--- config.mk ---
export PLATFORM = sky130hd
export DESIGN_NAME = mesi_snoop_ctrl
export DESIGN_NICKNAME = d
export VERILOG_FILES = /design/src/rtl/mesi_snoop_pkg.sv /design/src/rtl/mesi_data_ram.sv /design/src/rtl/mesi_snoop_unit.sv /design/src/rtl/mesi_snoop_ctrl.sv
export SDC_FILE = /design/constraint.sdc
export NUM_CORES = 1
export LEC_CHECK = 0
export ABC_AREA = 1
export CELL_PAD_IN_SITES_DETAIL_PLACEMENT = 2
export CELL_PAD_IN_SITES_GLOBAL_PLACEMENT = 2
export CORE_MARGIN = 2
export CORE_UTILIZATION = 33
export DETAILED_ROUTE_END_ITERATION = 10
export DONT_BUFFER_PORTS = 1
export PLACE_DENSITY_LB_ADDON = 0.1
export SLEW_MARGIN = 20
export SYNTH_ARGS = -nofsm -noshare
export SYNTH_HDL_FRONTEND = slang
export SYNTH_SLANG_ARGS = --single-unit
--- constraint.sdc ---
create_clock -name clk -period 3 [get_ports clk]
set_input_delay 0.75 -clock clk [delete_from_list [all_inputs] [get_ports clk]]
set_output_delay 0.75 -clock clk [all_outputs]
set_load 0.005 [all_outputs]
--- src/rtl/mesi_snoop_pkg.sv ---
package mesi_snoop_pkg;
  typedef enum logic [1:0] {ST_I = 2'd0, ST_S = 2'd1, ST_E = 2'd2, ST_M = 2'd3} line_st_e;
  typedef enum logic [1:0] {CMD_NONE = 2'd0, CMD_RD = 2'd1, CMD_RDX = 2'd2, CMD_WB = 2'd3} bus_cmd_e;
  typedef enum logic [1:0] {FS_IDLE = 2'd0, FS_WBACK = 2'd1, FS_FETCH = 2'd2} fsm_e;
endpackage

--- src/rtl/mesi_data_ram.sv ---
module mesi_data_ram #(
  parameter int IDX_W  = 2,
  parameter int DATA_W = 8
) (
  input  logic              clk,
  input  logic              we,
  input  logic [IDX_W-1:0]  waddr,
  input  logic [DATA_W-1:0] wdata,
  input  logic [IDX_W-1:0]  raddr_a,
  output logic [DATA_W-1:0] rdata_a,
  input  logic [IDX_W-1:0]  raddr_b,
  output logic [DATA_W-1:0] rdata_b
);
  localparam int LINES = 1 << IDX_W;

  logic [DATA_W-1:0] mem [LINES];

  // one write port, two asynchronous read ports (distributed RAM)
  always_ff @(posedge clk) begin
    if (we) mem[waddr] <= wdata;
  end

  assign rdata_a = mem[raddr_a];
  assign rdata_b = mem[raddr_b];
endmodule

--- src/rtl/mesi_snoop_unit.sv ---
module mesi_snoop_unit
  import mesi_snoop_pkg::*;
#(
  parameter int TAG_W  = 6,
  parameter int DATA_W = 8
) (
  input  logic              clk,
  input  logic              rst,
  input  logic              snp_valid,
  input  logic [1:0]        snp_cmd,
  input  logic [TAG_W-1:0]  snp_tag,
  input  line_st_e          line_st,
  input  logic [TAG_W-1:0]  line_tag,
  input  logic [DATA_W-1:0] line_data,
  output logic              upd_en,
  output line_st_e          upd_st,
  output logic              resp_shared,
  output logic              resp_flush,
  output logic [DATA_W-1:0] resp_data
);
  logic hit, is_rd, is_rdx, flush_nxt;

  assign is_rd     = (snp_cmd == CMD_RD);
  assign is_rdx    = (snp_cmd == CMD_RDX);
  assign hit       = snp_valid && (line_st != ST_I) && (line_tag == snp_tag);
  assign upd_en    = hit && (is_rd || is_rdx);
  assign upd_st    = is_rdx ? ST_I : ST_S;
  assign flush_nxt = hit && ((line_st == ST_M && (is_rd || is_rdx)) ||
                             (line_st == ST_E && is_rd));

  always_ff @(posedge clk) begin
    if (rst) begin
      resp_shared <= 1'b0;
      resp_flush  <= 1'b0;
      resp_data   <= '0;
    end else begin
      resp_shared <= hit && is_rd;
      resp_flush  <= flush_nxt;
      resp_data   <= flush_nxt ? line_data : '0;
    end
  end
endmodule

--- src/rtl/mesi_snoop_ctrl.sv ---
module mesi_snoop_ctrl
  import mesi_snoop_pkg::*;
#(
  parameter int ADDR_W = 8,
  parameter int IDX_W  = 2,
  parameter int DATA_W = 8
) (
  input  logic              clk,
  input  logic              rst,
  input  logic              cpu_req,
  input  logic              cpu_we,
  input  logic [ADDR_W-1:0] cpu_addr,
  input  logic [DATA_W-1:0] cpu_wdata,
  output logic              cpu_ready,
  output logic [DATA_W-1:0] cpu_rdata,
  output logic              bus_req,
  output logic [1:0]        bus_cmd,
  output logic [ADDR_W-1:0] bus_addr,
  output logic [DATA_W-1:0] bus_wdata,
  input  logic              bus_gnt,
  input  logic              bus_shared_in,
  input  logic [DATA_W-1:0] bus_rdata,
  input  logic              snp_valid,
  input  logic [1:0]        snp_cmd,
  input  logic [ADDR_W-1:0] snp_addr,
  output logic              snp_shared,
  output logic              snp_flush,
  output logic [DATA_W-1:0] snp_data
);
  localparam int LINES = 1 << IDX_W;
  localparam int TAG_W = ADDR_W - IDX_W;

  fsm_e              fsm_q;
  line_st_e          st_q  [LINES];
  logic [TAG_W-1:0]  tag_q [LINES];

  logic              rq_we;
  logic [ADDR_W-1:0] rq_addr;
  logic [DATA_W-1:0] rq_wdata;

  logic [IDX_W-1:0]  cpu_idx, rq_idx, snp_idx, ram_ra, ram_wa;
  logic [TAG_W-1:0]  cpu_tag, rq_tag, snp_tag;
  line_st_e          cur_st;
  logic [TAG_W-1:0]  cur_tag;
  logic              cur_hit, accept, fast, fill_now, ram_we, in_idle;
  logic [DATA_W-1:0] ram_wd, rd_a, rd_b;
  logic              snp_upd_en;
  line_st_e          snp_upd_st;

  assign cpu_idx = cpu_addr[IDX_W-1:0];
  assign cpu_tag = cpu_addr[ADDR_W-1:IDX_W];
  assign rq_idx  = rq_addr[IDX_W-1:0];
  assign rq_tag  = rq_addr[ADDR_W-1:IDX_W];
  assign snp_idx = snp_addr[IDX_W-1:0];
  assign snp_tag = snp_addr[ADDR_W-1:IDX_W];

  assign cur_st  = st_q[cpu_idx];
  assign cur_tag = tag_q[cpu_idx];
  assign cur_hit = (cur_st != ST_I) && (cur_tag == cpu_tag);
  assign in_idle = (fsm_q == FS_IDLE);
  // snoops take the cycle: a processor request waits while one is present
  assign accept  = in_idle && cpu_req && !cpu_ready && !snp_valid;
  assign fast    = cur_hit && (!cpu_we || cur_st == ST_M || cur_st == ST_E);
  assign fill_now = (fsm_q == FS_FETCH) && bus_gnt;

  assign ram_ra = in_idle ? cpu_idx : rq_idx;
  assign ram_we = (accept && fast && cpu_we) || fill_now;
  assign ram_wa = accept ? cpu_idx : rq_idx;
  assign ram_wd = accept ? cpu_wdata : (rq_we ? rq_wdata : bus_rdata);

  mesi_data_ram #(.IDX_W(IDX_W), .DATA_W(DATA_W)) u_ram (
    .clk     (clk),
    .we      (ram_we),
    .waddr   (ram_wa),
    .wdata   (ram_wd),
    .raddr_a (ram_ra),
    .rdata_a (rd_a),
    .raddr_b (snp_idx),
    .rdata_b (rd_b)
  );

  mesi_snoop_unit #(.TAG_W(TAG_W), .DATA_W(DATA_W)) u_snoop (
    .clk         (clk),
    .rst         (rst),
    .snp_valid   (snp_valid),
    .snp_cmd     (snp_cmd),
    .snp_tag     (snp_tag),
    .line_st     (st_q[snp_idx]),
    .line_tag    (tag_q[snp_idx]),
    .line_data   (rd_b),
    .upd_en      (snp_upd_en),
    .upd_st      (snp_upd_st),
    .resp_shared (snp_shared),
    .resp_flush  (snp_flush),
    .resp_data   (snp_data)
  );

  always_ff @(posedge clk) begin
    if (rst) begin
      fsm_q     <= FS_IDLE;
      cpu_ready <= 1'b0;
      cpu_rdata <= '0;
      bus_req   <= 1'b0;
      bus_cmd   <= CMD_NONE;
      bus_addr  <= '0;
      bus_wdata <= '0;
      rq_we     <= 1'b0;
      rq_addr   <= '0;
      rq_wdata  <= '0;
      for (int i = 0; i < LINES; i++) begin
        st_q[i]  <= ST_I;
        tag_q[i] <= '0;
      end
    end else begin
      cpu_ready <= 1'b0;
      if (snp_upd_en) st_q[snp_idx] <= snp_upd_st;
      case (fsm_q)
        FS_IDLE: begin
          if (accept) begin
            rq_we    <= cpu_we;
            rq_addr  <= cpu_addr;
            rq_wdata <= cpu_wdata;
            if (fast) begin
              cpu_ready <= 1'b1;
              cpu_rdata <= cpu_we ? cpu_wdata : rd_a;
              if (cpu_we) st_q[cpu_idx] <= ST_M;
            end else if (cur_st == ST_M && cur_tag != cpu_tag) begin
              bus_req   <= 1'b1;
              bus_cmd   <= CMD_WB;
              bus_addr  <= {cur_tag, cpu_idx};
              bus_wdata <= rd_a;
              fsm_q     <= FS_WBACK;
            end else begin
              bus_req  <= 1'b1;
              bus_cmd  <= cpu_we ? CMD_RDX : CMD_RD;
              bus_addr <= cpu_addr;
              fsm_q    <= FS_FETCH;
            end
          end
        end
        FS_WBACK: begin
          // a snoop may already have cleaned the victim: then skip the write-back
          if (bus_gnt || st_q[rq_idx] != ST_M) begin
            if (bus_gnt) st_q[rq_idx] <= ST_I;
            bus_cmd  <= rq_we ? CMD_RDX : CMD_RD;
            bus_addr <= rq_addr;
            fsm_q    <= FS_FETCH;
          end
        end
        FS_FETCH: begin
          if (bus_gnt) begin
            bus_req        <= 1'b0;
            bus_cmd        <= CMD_NONE;
            tag_q[rq_idx]  <= rq_tag;
            st_q[rq_idx]   <= rq_we ? ST_M : (bus_shared_in ? ST_S : ST_E);
            cpu_ready      <= 1'b1;
            cpu_rdata      <= rq_we ? rq_wdata : bus_rdata;
            fsm_q          <= FS_IDLE;
          end
        end
        default: fsm_q <= FS_IDLE;
      endcase
    end
  end
endmodule

==> impl_metrics.env, run 1 <==
export IMPL_run_status="completed"
export IMPL_max_cap_violations=0
export IMPL_avgSynthCellArea_um2=7.54
export IMPL_report_final_slew_viol_count=0
export IMPL_pin_count_of_the_biggest_net_entering_global_routing=35
export IMPL_worst_ir_drop_vdd_uv=403
export IMPL_power_leakage_nw=3.06
export IMPL_numClockSinks=123
export IMPL_synth_edff_count=64
export IMPL_layout_min_cycle_time_ps=2680
export IMPL_max_freq_ghz=0.374
export IMPL_port_buffers=0
export IMPL_grt_antenna_before_repair=0
export IMPL_dp_hpwl_um=18400
export IMPL_die_height_um=146
export IMPL_place_gp_congestion=0.875
export IMPL_critical_path_class="reg2reg"
export IMPL_synth_xor_area_share=0
export IMPL_post_synth_inst_count=881
export IMPL_critPathMaxFanout=28
export IMPL_ys_dominant_reg_cell="sky130_fd_sc_hd__edfxtp_1"
export IMPL_fin_cells=1156
export IMPL_grt_pass1_vias=6632
export IMPL_area_share_of_fa_ha_maj_cells_after_synthesis=0.00942
export IMPL_grt_setup_unrepaired="false"
export IMPL_yosysUniqueCellTypes=38
export IMPL_seq_area_frac_synth=0.467
export IMPL_wirelength_um=24500
export IMPL_ctsLongestPathBuffers=2
export IMPL_dieArea_um2=21300
export IMPL_synth_compound_area_frac=0.120
export IMPL_timing_worst_slew_pin_value_ps=1120
export IMPL_main_combinational_cell_family_by_area_after_synthesis="simple AND/OR/NAND/NOR gates"
export IMPL_netlist_top_cell_by_area="sky130_fd_sc_hd__edfxtp_1"
export IMPL_post_route_cells_drive_above_1_share=0.0898
export IMPL_post_drt_wl_per_cell_um=21.2
export IMPL_fp_row_count=51
export IMPL_clock_latency_ps=430
export IMPL_design_power_total_w=0.00524
export IMPL_critical_path_startpoint_type="flip-flop"
export IMPL_post_syn_area_um2=6640
export IMPL_min_delay_path_class="in2reg"
export IMPL_synth_async_reset_ratio=0
export IMPL_grt_pass1_wl_um=38500
export IMPL_ctsRootBufferMaster="sky130_fd_sc_hd__clkbuf_16"
export IMPL_diode_count=0
export IMPL_detailroute_via_count=6071
export IMPL_detail_route_vias_per_cell=5.25
export IMPL_ports=79
export IMPL_postLayoutCoreUtil=0.382
export IMPL_synth_simple_area_share=0.313
export IMPL_remaining_drc_errors=0
export IMPL_yosys_mux_area_fraction=0.00754
export IMPL_synth_net_count=927
export IMPL_first_pass_iters=4
export IMPL_power_density_nw_per_um2=700
export IMPL_yosysTopAreaCellShare=0.289
export IMPL_yosys_register_bits=123
export IMPL_timing_hold_violations_final=0
export IMPL_start_util=0.339
export IMPL_max_slew_margin_rel=0.245
export IMPL_nNetsFinal=924
export IMPL_dpl_cell_count=1124
export IMPL_die_width_um=146
export IMPL_dpl_worst_slack_ps=36.3
export IMPL_htree_levels=4
export IMPL_grt_remaining_overflow=0
export IMPL_post_cts_hold_buffer_count=0
export IMPL_antenna_viol_nets_final=0
export IMPL_final_setup_worst_slack_ps=323
export IMPL_multi_input_area_um2=2990
export IMPL_cts_made_buffers=17
export IMPL_core_region_area_um2=19600
export IMPL_worstPathRequired_ps=3120
export IMPL_finClkSkew_ps=12.8
export IMPL_synth_area_leaders="sky130_fd_sc_hd__edfxtp_1 29%, sky130_fd_sc_hd__dfxtp_1 18%, sky130_fd_sc_hd__nand2_1 14%"
export IMPL_cp_data_arrival_time_ps=2800
export IMPL_yosysWarnings=0
export IMPL_final_min_period_over_clock_period=0.892
export IMPL_area_growth_syn_to_layout_pct=12.7
export IMPL_cts_tree="built"
export IMPL_cp_end_kind="flip-flop"
export IMPL_grt_util_all_layers=0.235
export IMPL_dr_first_iter_drc_count=375
export IMPL_totalNegativeSetupSlack_ps=0
export IMPL_setup_violations_final=0
export IMPL_final_seq_area_um2=3100
export IMPL_worstRegToRegCells=6
export IMPL_cts_reportedPaths_clkPinSlew_ps=60
export IMPL_hold_path_depth=1
export IMPL_final_layout_fill_cell_count=2310
synth_stat cells (all sizes together), types with 2 or more instances:
cell type    n
nand2      250
nor2       121
o21ai       84
nand3       80
inv         76
edfxtp      64
dfxtp       59
a21oi       56
buf         23
clkbuf      16
nand4       14
nor3         6
ha           5
mux2i        5
o211ai       5
o22ai        5
clkinv       3
nand3b       3
nand2b       2
sequential cells by signal (all words and copies together), names as in the netlist, 2 cells and up, named ones only:
signal and count:
u_ram.mem 32, tag_q 24, bus_addr 8, bus_wdata 8, cpu_rdata 8, rq_addr 8, rq_wdata 8, st_q 8
u_snoop.resp_data 8, bus_cmd 2, fsm_q 2
final cells by class:
| class | count | share of cell area |
|---|---|---|
| Multi-Input combinational cell | 640 | 0.399 |
| Tap cell | 265 | 0.0443 |
| Clock inverter | 9 | 0.0125 |
| Inverter | 79 | 0.0411 |
| Sequential cell | 123 | 0.415 |
| Timing Repair Buffer | 17 | 0.0171 |
| Clock buffer | 23 | 0.0709 |
metal layers:
layer | routed length (µm) | vias up | track usage
met4 | 268 | 0 | 0.0544
li1 | - | 2901 | -
met3 | 1200 | 21 | 0.0486
met1 | 11800 | 3020 | 0.326
met5 | 0 | - | 0
met2 | 11200 | 129 | 0.376
cells by family (layout without fill, tap and decap cells):
| logic type | after synthesis | count (layout) |
|---|---|---|
| simple gates | 477 | 477 |
| compound gates | 153 | 153 |
| flops | 123 | 123 |
| buf+inv | 118 | 128 |
| fa+ha+maj | 5 | 5 |
| mux | 5 | 5 |
power breakdown:
group / total (W) / internal, W / switching, W / leakage (nW)
Sequential: 0.00202 / 0.00191 / 0.000102 / 1.10
Clock: 0.00217 / 0.00134 / 0.000832 / 0.308
Combinational: 0.00105 / 0.000298 / 0.000750 / 1.65
worst max-delay path, cell delays in order, from the launching register on:
cell,delay (ps)
sky130_fd_sc_hd__dfxtp_1,370
sky130_fd_sc_hd__inv_1,90
sky130_fd_sc_hd__ha_1,330
sky130_fd_sc_hd__nand3_1,230
sky130_fd_sc_hd__buf_4,350
sky130_fd_sc_hd__inv_1,300
sky130_fd_sc_hd__o21ai_0,690
worst paths after layout:
check | start | to | slack, ps
setup / recovery | fsm_q[0] | u_ram.mem[3][2] | 320
hold / removal | rst | rq_wdata[0] | 400
setup reg to reg | fsm_q[0] | u_ram.mem[3][2] | 320
hold reg to reg | rq_wdata[0] | rq_wdata[0] | 470
what timing repair did:
action | in CTS | in global routing
setup endpoints to repair | 0 | 1
buffers inserted | 0 | 0
gates resized for setup | 0 | 1
layout by cell type, fill, tap and decap left out, types with 17 or more instances in the layout:
cell	Yosys	routed
sky130_fd_sc_hd__nor2_1	115	115
sky130_fd_sc_hd__clkbuf_16	0	19
sky130_fd_sc_hd__nand2_1	243	243
sky130_fd_sc_hd__a21oi_1	56	56
sky130_fd_sc_hd__buf_4	5	17
sky130_fd_sc_hd__edfxtp_1	64	64
sky130_fd_sc_hd__nand3_1	76	76
sky130_fd_sc_hd__inv_1	67	66
sky130_fd_sc_hd__dfxtp_1	59	59
sky130_fd_sc_hd__o21ai_0	78	78
stage by stage:
step	hold WS [ps]	area, µm²
after global routing	383	7480
after detailed placement	461	6860
after CTS	388	7480
after global placement	446	6860
after floorplan	445	6640
final	404	7480
(Power assumes the default switching activity.)
==> run 2: changes to the inputs <==
Settings changed: REMOVE_ABC_BUFFERS set to 1.
==> impl_metrics.env, run 2 (same netlist as run 1, synthesis figures left out) <==
export IMPL_met3_usage=0.0520
export IMPL_start_util=0.339
export IMPL_critPathMaxFanout=31
export IMPL_clock_latency_ps=430
export IMPL_fp_row_count=51
export IMPL_die_width_um=146
export IMPL_grt_antenna_before_repair=0
export IMPL_cp_data_arrival_time_ps=2780
export IMPL_run_status="completed"
export IMPL_critical_path_startpoint_type="flip-flop"
export IMPL_final_setup_worst_slack_ps=340
export IMPL_worstPathRequired_ps=3120
export IMPL_post_cts_hold_buffer_count=0
export IMPL_grt_setup_unrepaired="false"
export IMPL_numClockSinks=123
export IMPL_cts_made_buffers=17
export IMPL_largest_register_ffs=32
export IMPL_finClkSkew_ps=9.67
export IMPL_ctsResizeCount=0
export IMPL_first_pass_iters=5
export IMPL_ctsRootBufferMaster="sky130_fd_sc_hd__clkbuf_16"
export IMPL_detailroute_via_count=6147
export IMPL_power_density_nw_per_um2=701
export IMPL_worst_ir_drop_vdd_uv=397
export IMPL_top_register="u_ram.mem"
export IMPL_dr_first_iter_drc_count=394
export IMPL_grt_pass1_vias=6592
export IMPL_detail_route_vias_per_cell=5.33
export IMPL_ctsLongestPathBuffers=2
export IMPL_grt_busiest_layer="met2"
export IMPL_post_route_cells_drive_above_1_share=0.0845
export IMPL_fin_cells=1153
export IMPL_postLayoutCoreUtil=0.381
export IMPL_area_growth_syn_to_layout_pct=12.2
export IMPL_layout_top_registers="u_ram.mem (32), tag_q (24)"
export IMPL_cts_reportedPaths_clkPinSlew_ps=60
export IMPL_r2r_slack_ps=340
export IMPL_cts_tree="built"
export IMPL_report_final_slew_viol_count=0
export IMPL_dpl_cell_count=1121
export IMPL_totalNegativeSetupSlack_ps=0
export IMPL_layout_min_cycle_time_ps=2660
export IMPL_reg2reg_from="fsm_q[0]"
export IMPL_max_slew_margin_rel=0.307
export IMPL_timing_hold_violations_final=0
export IMPL_htree_levels=4
export IMPL_diode_count=0
export IMPL_gr_met1_demand_resource=0.332
export IMPL_reg2reg_to="u_ram.mem[2][2]"
export IMPL_post_drt_wl_per_cell_um=21.2
export IMPL_port_buffers=0
export IMPL_cp_end_kind="flip-flop"
export IMPL_dieArea_um2=21300
export IMPL_p_sw_frac=0.318
export IMPL_timing_worst_slew_pin_value_ps=1030
export IMPL_dpl_instance_area_um2=6830
export IMPL_stdcell_area_um2=7450
export IMPL_met2_track_demand_over_resource_in_global_routing=0.363
export IMPL_power_share_combinational=0.199
export IMPL_final_min_period_over_clock_period=0.887
export IMPL_antenna_viol_nets_final=0
export IMPL_die_height_um=146
export IMPL_grt_pass1_wl_um=38400
export IMPL_worst_hold_startpoint="rst"
export IMPL_final_common_cell="sky130_fd_sc_hd__nand2_1"
export IMPL_internal_power_w=0.00356
export IMPL_core_region_area_um2=19600
export IMPL_grt_remaining_overflow=0
export IMPL_postCtsSetupRepairBufs=0
export IMPL_dp_hpwl_um=18200
export IMPL_setup_violations_final=0
export IMPL_max_freq_ghz=0.376
export IMPL_pin_count_of_the_biggest_net_entering_global_routing=35
export IMPL_nNetsFinal=921
export IMPL_max_cap_violations=0
export IMPL_power_net_switching_w=0.00166
export IMPL_endpoint="u_ram.mem[2][2]"
export IMPL_worstRegToRegCells=7
export IMPL_ports=79
export IMPL_clockPowerShare=0.416
export IMPL_layout_cells_most_common_list="243 x sky130_fd_sc_hd__nand2_1, 115 x sky130_fd_sc_hd__nor2_1, 77 x sky130_fd_sc_hd__o21ai_0"
export IMPL_place_gp_congestion=0.862
export IMPL_power_leakage_nw=3.04
export IMPL_remaining_drc_errors=0
export IMPL_grt_util_all_layers=0.234
export IMPL_min_delay_path_class="in2reg"
export IMPL_crit_start="fsm_q[0]"
export IMPL_fraction_of_power_consumed_by_sequential_logic=0.386
export IMPL_dpl_worst_slack_ps=158
export IMPL_critical_path_class="reg2reg"
export IMPL_wirelength_um=24500
## run 2: worst max-delay path: stages, from the launching register on
cell and delay, ps:
sky130_fd_sc_hd__dfxtp_1 360, sky130_fd_sc_hd__inv_1 70, sky130_fd_sc_hd__ha_1 230, sky130_fd_sc_hd__buf_4 190
sky130_fd_sc_hd__nand3_1 120, sky130_fd_sc_hd__buf_4 340, sky130_fd_sc_hd__inv_1 310, sky130_fd_sc_hd__o21ai_0 720
## run 2: how the worst min path moves through the flow
| stage | endpoint | slack, ps | cells after the start |
|---|---|---|---|
| after floorplan | rq_wdata[1] | 440 | 2 |
| after global placement | rq_wdata[4] | 450 | 2 |
| after detailed placement | rq_wdata[3] | 460 | 2 |
| after CTS | cpu_rdata[1] | 370 | 1 |
| after global routing | cpu_rdata[6] | 370 | 1 |
| final | cpu_rdata[1] | 390 | 1 |
## run 2: cell type report
class                   count  area (µm²)
well taps                 265         332
clock buffers              21         493
inverters                  79         304
multi-input cells         640        2990
fillers                  2288       12100
flip-flops and latches    123        3100
clock inverters            11         129
repair buffers             14         105
## run 2: layer usage
metal  vias up  wire length (µm)
li1       2897                 -
met3        18              1250
met2       148             11000
met1      3084             12000
met5         -                 0
met4         0               253
## run 2: stage by stage
| step | hold slack, ps | total power [W] |
|---|---|---|
| 4_1_cts | 372 | 0.00527 |
| 5_1_grt | 374 | 0.00549 |
| 6_report | 386 | 0.00522 |
| 3_5_place_dp | 463 | 0.00308 |
| 2_1_floorplan | 439 | 0.00269 |
| 3_3_place_gp | 446 | 0.00302 |
## run 2: power by group through the flow
stage	combinational, W	clock [W]	sequential (W)
detailed placement	0.00103	0	0.00205
global route	0.00118	0.00228	0.00203
finish	0.00104	0.00217	0.00201
floorplan	0.000687	0	0.00201
CTS	0.00105	0.00221	0.00202
global placement	0.000972	0	0.00204
